--- config.mk ---
export PLATFORM = sky130hd
export DESIGN_NAME = nco_frac_div
export DESIGN_NICKNAME = d
export VERILOG_FILES = /design/src/rtl/nco_pkg.sv /design/src/rtl/nco_cfg_regs.sv /design/src/rtl/nco_lfsr_cnt.sv /design/src/rtl/nco_phase_acc.sv /design/src/rtl/nco_frac_div.sv
export SDC_FILE = /design/constraint.sdc
export NUM_CORES = 1
export LEC_CHECK = 0
export ABC_AREA = 1
export BUFFER_PORTS_ARGS = -buffer_cell sky130_fd_sc_hd__buf_2
export CAP_MARGIN = 20
export CORE_MARGIN = 2
export CORE_UTILIZATION = 44
export DETAILED_ROUTE_END_ITERATION = 7
export SETUP_SLACK_MARGIN = 0.2
export SLEW_MARGIN = 40
export SYNTH_ARGS = -nofsm -noshare
export SYNTH_HDL_FRONTEND = slang
export SYNTH_SLANG_ARGS = --single-unit
export TNS_END_PERCENT = 10
--- constraint.sdc ---
create_clock -name clk -period 2.3 [get_ports clk]
set_clock_uncertainty 0.1 [all_clocks]
set_input_delay 0.115 -clock clk [delete_from_list [all_inputs] [get_ports clk]]
set_output_delay 0.115 -clock clk [all_outputs]
set_load 0.01 [all_outputs]
--- src/rtl/nco_pkg.sv ---
package nco_pkg;
   // byte offsets of the channel registers
   localparam int OFS_CTRL    = 'h00;
   localparam int OFS_DIVISOR = 'h04;
   localparam int OFS_INC_CLR = 'h08;
   localparam int OFS_INC_SET = 'h0C;
   localparam int OFS_SEED    = 'h10;

   typedef enum logic {
      PH_HEAD   = 1'b0,
      PH_COARSE = 1'b1
   } nco_phase_e;
endpackage

--- src/rtl/nco_cfg_regs.sv ---
module nco_cfg_regs
   import nco_pkg::*;
#(
   parameter int ACC_W  = 32,
   parameter int CODE_W = 11,
   parameter int FINE_W = 2,
   parameter int ADDR_W = 5
)(
   input  logic              clk,
   input  logic              rst_n,
   input  logic              wr_en,
   input  logic [ADDR_W-1:0] wr_addr,
   input  logic [ACC_W-1:0]  wr_data,
   output logic              run,
   output logic [CODE_W-1:0] code,
   output logic [FINE_W-1:0] fine,
   output logic [ACC_W-1:0]  inc_clr,
   output logic [ACC_W-1:0]  inc_set,
   output logic [ACC_W-1:0]  seed_nxt
);
   localparam int EN_BIT = ACC_W - 1;

   logic [CODE_W-1:0] sh_code;
   logic [FINE_W-1:0] sh_fine;
   logic [ACC_W-1:0]  sh_clr, sh_set, sh_seed;

   always_ff @(posedge clk or negedge rst_n) begin
      if (!rst_n) begin
         run     <= 1'b0;
         sh_code <= '0;
         sh_fine <= '0;
         sh_clr  <= '0;
         sh_set  <= '0;
         sh_seed <= '0;
         code    <= '0;
         fine    <= '0;
         inc_clr <= '0;
         inc_set <= '0;
      end else begin
         if (wr_en) begin
            if (wr_addr == ADDR_W'(OFS_CTRL))    run <= wr_data[EN_BIT];
            if (wr_addr == ADDR_W'(OFS_DIVISOR)) begin
               sh_fine <= wr_data[FINE_W-1:0];
               sh_code <= wr_data[FINE_W +: CODE_W];
            end
            if (wr_addr == ADDR_W'(OFS_INC_CLR)) sh_clr  <= wr_data;
            if (wr_addr == ADDR_W'(OFS_INC_SET)) sh_set  <= wr_data;
            if (wr_addr == ADDR_W'(OFS_SEED))    sh_seed <= wr_data;
         end
         // the working set follows the shadows only while stopped
         if (!run) begin
            code    <= sh_code;
            fine    <= sh_fine;
            inc_clr <= sh_clr;
            inc_set <= sh_set;
         end
      end
   end

   assign seed_nxt = sh_seed;
endmodule

--- src/rtl/nco_lfsr_cnt.sv ---
module nco_lfsr_cnt #(
   parameter int             W    = 11,
   parameter logic [W-1:0]   TAPS = 11'h500
)(
   input  logic         clk,
   input  logic         rst_n,
   input  logic         load,
   input  logic         step,
   input  logic [W-1:0] load_val,
   output logic [W-1:0] state
);
   always_ff @(posedge clk or negedge rst_n) begin
      if (!rst_n)    state <= '0;
      else if (load) state <= load_val;
      else if (step) state <= state[0] ? ((state >> 1) ^ TAPS) : (state >> 1);
   end
endmodule

--- src/rtl/nco_phase_acc.sv ---
module nco_phase_acc #(
   parameter int ACC_W  = 32,
   parameter int FINE_W = 2
)(
   input  logic              clk,
   input  logic              rst_n,
   input  logic              run,
   input  logic              period_end,
   input  logic [FINE_W-1:0] fine,
   input  logic [ACC_W-1:0]  seed,
   input  logic [ACC_W-1:0]  inc_clr,
   input  logic [ACC_W-1:0]  inc_set,
   output logic              long_sel,
   output logic              half
);
   logic [ACC_W-1:0] acc;

   assign long_sel = acc[ACC_W-1];

   always_ff @(posedge clk or negedge rst_n) begin
      if (!rst_n) begin
         acc  <= '0;
         half <= 1'b0;
      end else if (!run) begin
         acc  <= seed;
         half <= 1'b0;
      end else if (period_end) begin
         acc <= acc + (long_sel ? inc_set : inc_clr);
         // an odd effective divisor flips the floor/ceiling choice
         if (fine[0] ^ long_sel) half <= ~half;
      end
   end
endmodule

--- src/rtl/nco_frac_div.sv ---
module nco_frac_div
   import nco_pkg::*;
#(
   parameter int                ACC_W      = 32,
   parameter int                CODE_W     = 11,
   parameter int                FINE_W     = 2,
   parameter int                ADDR_W     = 5,
   parameter logic [CODE_W-1:0] LFSR_TAPS  = CODE_W'(11'h500),
   parameter int                COARSE_MIN = 2,
   parameter int                HIGH_CYC   = 2
)(
   input  logic              clk,
   input  logic              rst_n,
   input  logic              wr_en,
   input  logic [ADDR_W-1:0] wr_addr,
   input  logic [ACC_W-1:0]  wr_data,
   output logic              clk_out
);
   localparam int SUB_W     = FINE_W - 1;
   localparam int STEP_CYC  = 1 << SUB_W;
   localparam int HEAD_BASE = COARSE_MIN * STEP_CYC;
   localparam int CNT_W     = $clog2(HEAD_BASE + STEP_CYC);

   generate
      if (FINE_W < 2)                     begin : g_bad_fine  $error("FINE_W must be at least 2"); end
      if (CODE_W + FINE_W > ACC_W - 1)    begin : g_bad_code  $error("divisor fields overlap enable bit"); end
      if (COARSE_MIN < 1)                 begin : g_bad_min   $error("COARSE_MIN must be positive"); end
      if (HIGH_CYC < 1 || HIGH_CYC >= HEAD_BASE) begin : g_bad_high $error("HIGH_CYC out of range"); end
      if (ADDR_W < 5)                     begin : g_bad_addr  $error("ADDR_W too narrow for map"); end
   endgenerate

   logic              run;
   logic [CODE_W-1:0] code;
   logic [FINE_W-1:0] fine;
   logic [ACC_W-1:0]  inc_clr, inc_set, seed_nxt;
   logic              long_sel, half;
   logic [CODE_W-1:0] lfsr_state;

   nco_phase_e        phase_q;
   logic [CNT_W-1:0]  hcnt;
   logic [SUB_W-1:0]  sub;
   logic [FINE_W:0]   dsum;
   logic [CNT_W-1:0]  head_last;
   logic              in_coarse, at_term, head_done, coarse_done;
   logic              period_end, lfsr_load, lfsr_step;

   nco_cfg_regs #(.ACC_W(ACC_W), .CODE_W(CODE_W), .FINE_W(FINE_W), .ADDR_W(ADDR_W)) u_regs (
      .clk(clk), .rst_n(rst_n), .wr_en(wr_en), .wr_addr(wr_addr), .wr_data(wr_data),
      .run(run), .code(code), .fine(fine), .inc_clr(inc_clr), .inc_set(inc_set),
      .seed_nxt(seed_nxt)
   );

   nco_phase_acc #(.ACC_W(ACC_W), .FINE_W(FINE_W)) u_acc (
      .clk(clk), .rst_n(rst_n), .run(run), .period_end(period_end), .fine(fine),
      .seed(seed_nxt), .inc_clr(inc_clr), .inc_set(inc_set),
      .long_sel(long_sel), .half(half)
   );

   nco_lfsr_cnt #(.W(CODE_W), .TAPS(LFSR_TAPS)) u_lfsr (
      .clk(clk), .rst_n(rst_n), .load(lfsr_load), .step(lfsr_step),
      .load_val(code), .state(lfsr_state)
   );

   // head length: base plus floor or ceiling of (fine + long request)/2
   assign dsum      = {1'b0, fine} + {{FINE_W{1'b0}}, long_sel};
   assign head_last = CNT_W'(HEAD_BASE - 1) + CNT_W'(dsum >> 1) + CNT_W'(dsum[0] & half);

   always_comb begin
      in_coarse   = (phase_q == PH_COARSE);
      at_term     = &lfsr_state;
      head_done   = !in_coarse && (hcnt == head_last);
      coarse_done = in_coarse && (&sub) && at_term;
      period_end  = run && ((head_done && (code == '0)) || coarse_done);
      lfsr_load   = run && head_done && (code != '0);
      lfsr_step   = run && in_coarse && (&sub) && !at_term;
   end

   always_ff @(posedge clk or negedge rst_n) begin
      if (!rst_n) begin
         phase_q <= PH_HEAD;
         hcnt    <= '0;
         sub     <= '0;
      end else if (!run) begin
         phase_q <= PH_HEAD;
         hcnt    <= '0;
         sub     <= '0;
      end else if (!in_coarse) begin
         if (head_done) begin
            hcnt <= '0;
            sub  <= '0;
            if (code != '0) phase_q <= PH_COARSE;
         end else begin
            hcnt <= hcnt + 1'b1;
         end
      end else begin
         sub <= sub + 1'b1;
         if (coarse_done) phase_q <= PH_HEAD;
      end
   end

   assign clk_out = run && !in_coarse && (hcnt < CNT_W'(HIGH_CYC));
endmodule

# After elaboration in Yosys (flattened, before gate mapping)
# Index checks and enable logic that the tools add are counted.
# word_totals
ff_bits	236
inputBits	40
# classes
addsub	6
order_cmp	1
eq_ne	9
n_mux	20
n_bitwise	4
reduce_logical	26
# op_table
cell	count
two-way mux 32 bit	3
two-way mux 11 bit	3
adder 32 bit	1
logical AND 1 bit	12
AND reduction 2 bit	6
zero test 11 bit	1
two-way mux 1 bit	11
AND reduction 11 bit	1
nonzero test 11 bit	1
== test 5 x 4 -> 1 bit (second input constant)	2
two-way mux 3 bit	3
== test 5 x 3 -> 1 bit (second input constant)	1
== test 5 bit (second input constant)	1
zero test 5 bit	1
!= test 2 bit (second input constant)	2
adder 2 x 1 -> 3 bit	1
adder 2 x 2 -> 3 bit (first input constant)	1
adder 3 x 1 -> 3 bit	1
adder 3 x 1 -> 3 bit (second input constant)	1
== test 3 bit	1
< comparator 3 x 2 -> 1 bit (second input constant)	1
!= test 3 bit (second input constant)	1
zero test 1 bit	2
!= test 2 x 1 -> 1 bit (second input constant)	1
7 further kinds	7

# Logic depth before layout (Yosys ltp)
# logic_depth
depth_word	10
mapped_depth	17
depth_no_buf	15

# Cells and area by module
# From an unflattened synthesis, not the netlist that was laid out.
# hier_totals
cells_unflattened	1550
hier_area_um2	12544.5
# by_module_without_submodules
mod	instances	cells_each	area_per_inst_um2	seq_area_each_um2
nco_cfg_regs	1	656	7332.0	4679.5
nco_phase_acc	1	757	4247.8	825.8
nco_lfsr_cnt	1	66	510.5	275.3
nco_frac_div	1	71	454.2	125.1

# Worst setup path after synthesis
# Ideal clock, no wire load.
# synth_path
path_type	flip-flop to flip-flop
startpoint	register u_regs.fine[0]
endpoint	register u_lfsr.state[3]
setup_ns	0.128
arrival_time_ns	2.230
t_required_ns	2.072
path_slack_ns	-0.158
path_stages_with_launch	13
synth_period_minus_slack_ns	2.458
cell_sequence	dfrtp_1 ha_1 ha_1 inv_1 ha_1 ha_1 xor2_1 nand3_2 nor3_2 nand2_2 buf_6 o21ai_1 o21ai_0
# synth_between
elab_chain_len	8
elab_cells_between_ends	10
classes_between	3 x add/sub; 1 x eq/ne; 1 x mux; 1 x bitwise; 4 x reduce/logical
# synth_rtl
element	line	rtl
start: declaration	nco_cfg_regs.sv:16	output logic [FINE_W-1:0] fine,
start signal: assignment	nco_cfg_regs.sv:53	fine <= sh_fine;
adder 2 x 1 -> 3 bit (*)	nco_frac_div.sv:65	assign dsum = {1'b0, fine} + {{FINE_W{1'b0}}, long_sel};
adder 2 x 2 -> 3 bit / bitwise AND 1 bit (equally long branches)	nco_frac_div.sv:66	assign head_last = CNT_W'(HEAD_BASE - 1) + CNT_W'(dsum >> 1) + CNT_W'(dsum[0] & half);
adder 3 x 1 -> 3 bit (*)	nco_frac_div.sv:66	
== test 3 bit (*)	nco_frac_div.sv:71	head_done = !in_coarse && (hcnt == head_last);
logical AND 1 bit (*)	nco_frac_div.sv:71	
logical AND 1 bit (*) (2 in a row)	nco_frac_div.sv:74	lfsr_load = run && head_done && (code != '0);
two-way mux 11 bit / nonzero test 2 bit (equally long branches)	--	
end signal: assignment	nco_lfsr_cnt.sv:14	else if (load) state <= load_val;
end signal: assignment	nco_lfsr_cnt.sv:15	else if (step) state <= state[0] ? ((state >> 1) ^ TAPS) : (state >> 1);
end: declaration	nco_lfsr_cnt.sv:10	output logic [W-1:0] state
# Every way passes the cells marked *; elsewhere a longest branch is shown, timed or not.
# A chain may end at the register's enable or synchronous reset.

# Worst setup path after layout
# layout_path
startpoint	register u_regs.fine[0]
endpoint	register u_acc.acc[28]
# layout_between
elab_chain_len	9
elab_cells_between_ends	10
classes_between	3 x add/sub; 2 x eq/ne; 1 x bitwise; 4 x reduce/logical
# layout_rtl
element	line	rtl
adder 2 x 1 -> 3 bit (*)	nco_frac_div.sv:65	
adder 2 x 2 -> 3 bit / bitwise AND 1 bit (equally long branches)	nco_frac_div.sv:66	
adder 3 x 1 -> 3 bit (*)	nco_frac_div.sv:66	
== test 3 bit (*)	nco_frac_div.sv:71	
logical AND 1 bit (*)	nco_frac_div.sv:71	
logical AND 1 bit (*)	nco_frac_div.sv:73	period_end = run && ((head_done && (code == '0)) || coarse_done);
logical OR 1 bit (*)	nco_frac_div.sv:73	
logical AND 1 bit (*)	nco_frac_div.sv:73	
!= test 2 bit (no source line) (*)	--	
end signal: assignment	nco_phase_acc.sv:28	acc <= acc + (long_sel ? inc_set : inc_clr);
end: declaration	nco_phase_acc.sv:16	logic [ACC_W-1:0] acc;
# Marked as above.

==> results <==
- The cell count after synthesis came out at 1653.
- The final max-slew violation count is 0.
- The flow ran to the end, but the final reports show violations.
- The floorplan step set the die width to 171 um.
- For the worst-skew pair, the clock arrives at the later sink with an insertion delay of 0.55 ns.
- The number of CTS-inserted buffers is 26.
- After clock tree synthesis, the clock-pin slew on the worst setup and hold paths is 0.06 ns.
- The final reports fail on setup timing.
- Counting the fill cells in the layout gives 2544.
- The final global-route overflow total is 0.
- The number of antenna violations at the first check in global routing was 0.
- A synthesized cell averages 7.39 um^2.
- The tree built by TritonCTS fans out to 236 sinks.
- The busiest layer in global routing is met2.
- The HPWL after detailed placement is 22800 um.
- For this configuration, the core starts out at a cell density of 0.451.
- The transition time of the tightest slew-check pin is 0.625 ns.
- The number of hold violations in the final report came to 0.
- Setup violations remaining at the end of the flow were counted as 45.
- The deepest level of the CTS H-tree is 1.
- After detailed routing, the average wire length per cell comes to 15.3 um.
- In this run the cell area of the synthesized design comes to 0.0122 mm^2.
- The maximum resistive drop on vdd is 0.000646 V.
- Setup slack on the critical path of the routed design comes to -0.292 ns.
- Once layout is done, the placed cells without fillers occupy 0.0153 mm^2.
- Setup repair after global routing could not meet its margin everywhere.
- The post-synthesis sequential area ratio is 0.484.
- The floorplan step set the die height to 171 um.
- The area of the multi-input gates is 0.00575 mm^2.
- The min-delay analysis places its worst path in the category primary input to asynchronous set/reset pin.
- The number of vias after detailed routing is 10700.
- The met1 track demand over resource is 0.355.
- The post-synthesis net count is 1730.
- The signed area change from the synthesized netlist to the final layout is 25.6%.
- In the routed design, unresolved DRC markers number 0.
- The post-detailed-placement cell area is 0.0134 mm^2.
- The leakage power is 0.00816 uW.
- The arrival time of data at the critical path endpoint is 2.97 ns.
- The biggest area contributor in the post-synthesis netlist is dfrtp_1.
- The critical path is of the flop to flop type.
- The share of synthesized area in the top cell type comes to 0.484.
- The total area inside the core boundary comes to 0.0271 mm^2.
- The sum of negative setup slack is -11.04 ns.
- TritonCTS built the clock tree.
- The critical-path maximum fanout is 6.
- The first TritonRoute pass finished after 5 iterations.
- The number of placed I/O pins is 41.
- Measured against its own limit, the worst slew margin works out to 0.584.
- In the final design database the tool counted 1862 nets.
- Across every metal layer, demand over resource in global routing totals 0.232.
- The row count is 60.
- The master cell of the clock root buffer is clkbuf_16.
- Port buffering added 40 buffers.
- Using the TritonRoute via totals, the vias-per-cell ratio works out to 4.93.
- After synthesis, the cell types taking the most area are dfrtp_1, nand2_1, inv_1.
- Dividing the final minimum period by the clock period gives 1.13.
- Summing all flip-flop and latch instances after layout gives 0.00591 mm^2.
- STA classifies the critical path endpoint as a flop.
- The floorplan step defined a die boundary enclosing 0.0291 mm^2.
- The largest net degree at the start of global routing is 121.
- The via count of the first global-routing pass is 10300.
- Max-cap violations in this run came to 0.
- Data on the critical path is required at its endpoint by 2.67 ns.
- The number of antenna diodes in the final layout is 0.
- The wire length after detailed routing is 33300 um.
- The power density of the placed cells is 1210 mW/mm^2.
- The met3 usage is 0.0257.
- Timing would allow up to 386 MHz.
- In the final layout, the share of cells above drive strength 1 is 0.155.
- The maximum buffer depth of the clock tree is 3.
- The number of distinct library cells after synthesis is 33.
- For the worst flop-to-flop path, the logic depth is 14.
- For met2 alone, demand over resource in global routing was 0.358.
- The weighted congestion at the end of routability-driven global placement is 0.918.
- After the first detailed-routing iteration, the DRC count stood at 761.
- The kind of start point of the critical path is a flop.
- The smallest clock period supported by the final layout is computed as 2.59 ns.
- The Yosys step of the flow raised 0 warnings.
- Before CTS, the worst setup slack after placement is -0.349 ns.
- Counting flops and latches in the post-synthesis netlist gives 236.
- The first-pass GRT wire length is 53700 um.
- The number of antenna-violating nets in the routed design is 0.
-- sequential cells by signal, indices dropped and copies added, names as in the netlist, 11 cells and up --
name	count
u_regs.inc_set	32
u_acc.acc	32
u_lfsr.state	11
u_regs.seed_nxt	32
u_regs.sh_clr	32
u_regs.sh_set	32
u_regs.code	11
u_regs.inc_clr	32
u_regs.sh_code	11
-- worst max-delay path: stages, from the launching register on --
cell and delay (ns):
dfrtp_1 0.38, ha_2 0.21, ha_4 0.26, inv_2 0.04, ha_4 0.15, ha_4 0.25
xor2_1 0.16, nand3_2 0.14, nor2_4 0.13, nand2_4 0.08, a21oi_4 0.23, buf_12 0.14
buf_16 0.12, nand3_1 0.07, nand2_1 0.05
-- final timing paths --
| kind | from | endpoint | slack [ns] |
|---|---|---|---|
| hold reg to reg | u_regs.sh_set[15] | u_regs.inc_set[15] | 0.35 |
| setup / recovery | u_regs.fine[0] | u_acc.acc[28] | -0.29 |
| hold / removal | rst_n | u_regs.sh_clr[7] | 0.04 |
| setup reg to reg | u_regs.fine[0] | u_acc.acc[28] | -0.29 |
| min in group clk | wr_data[7] | u_regs.sh_clr[7] | 0.23 |
| max in group asynchronous | rst_n | u_regs.inc_clr[25] | 1.33 |
-- where the power goes --
| group | internal, uW | total [uW] | switching [uW] |
|---|---|---|---|
| Combinational | 3450 | 8220 | 4770 |
| Clock | 2360 | 4130 | 1770 |
| Sequential | 5320 | 6150 | 826 |
-- layout make-up --
type,instances,share of cell area
clock buffer,34,0.0476
timing repair buffer,164,0.101
clock inverter,13,0.00766
inverter,222,0.0543
sequential,236,0.385
multi-input combinational,1135,0.374
tap,372,0.0303
-- stage by stage --
| stage | cells | power (uW) | hold slack [ns] | utilization |
|---|---|---|---|---|
| 2_1_floorplan | 1653 | 10500 | -0.281 | - |
| 5_1_grt | 2176 | 19800 | 0.0956 | 0.566 |
| 6_report | 2176 | 18500 | 0.0362 | 0.566 |
| 4_1_cts | 2169 | 17700 | 0.0612 | 0.549 |
| 3_5_place_dp | 2077 | 13100 | 0.0494 | 0.495 |
| 3_3_place_gp | 2077 | 13000 | 0.0490 | 0.495 |
-- routing by layer --
metal  part of all wire  vias to the layer above
li1                   -                     5378
met1               0.49                     5085
met2               0.45                      238
met3              0.045                       36
met4              0.013                        0
met5                  0                        -
-- layout by cell type, fill, tap and decap left out, types with 10 or more instances in the layout --
cell	synthesis	layout
a21oi_1	22	17
buf_12	0	16
buf_2	9	39
buf_4	0	61
clkbuf_16	0	29
dfrtp_1	236	235
dlygate4sd3_1	0	39
ha_1	36	12
ha_4	0	20
inv_1	222	218
nand2_1	711	684
nand2_2	2	27
nand3_1	66	48
nand3_2	1	16
nand4_1	22	22
nor2_1	53	38
nor2_2	0	14
o21ai_0	165	158
o21ai_1	7	10
xor2_1	14	14
-- synth_stat cells, drive strengths merged --
library cell and number:
ha 36, nand4 22, inv 222, dfrtp 236
a31oi 1, xnor2 4, a21o 3, nand3 67
buf 20, xor2 14, a21boi 1, a21oi 24
nor3 8, nand3b 5, o21bai 3, nor2 55
clkbuf 40, nand2 714, nor4 1, o21ai 172
fa 1, and2 2, a32o 1, o211ai 1
-- cell families (layout without fill, tap and decap cells) --
group / count (synthesis) / count (layout) / share of synthesized area
compound gates: 206 / 206 / 0.0884
fa+ha+maj: 37 / 37 / 0.0385
buf+inv: 282 / 433 / 0.0907
flops: 236 / 236 / 0.484
xor+xnor: 18 / 18 / 0.0129
simple gates: 874 / 874 / 0.286
-- timing repair --
item	CTS	global route
endpoints found under the setup margin	49	49
gates cloned	1	3
endpoints found under the hold margin	346	0
gates resized for setup	29	84
pin swaps	9	17
hold buffers	39	0
setup buffers	5	4
(Power assumes the default switching activity.)
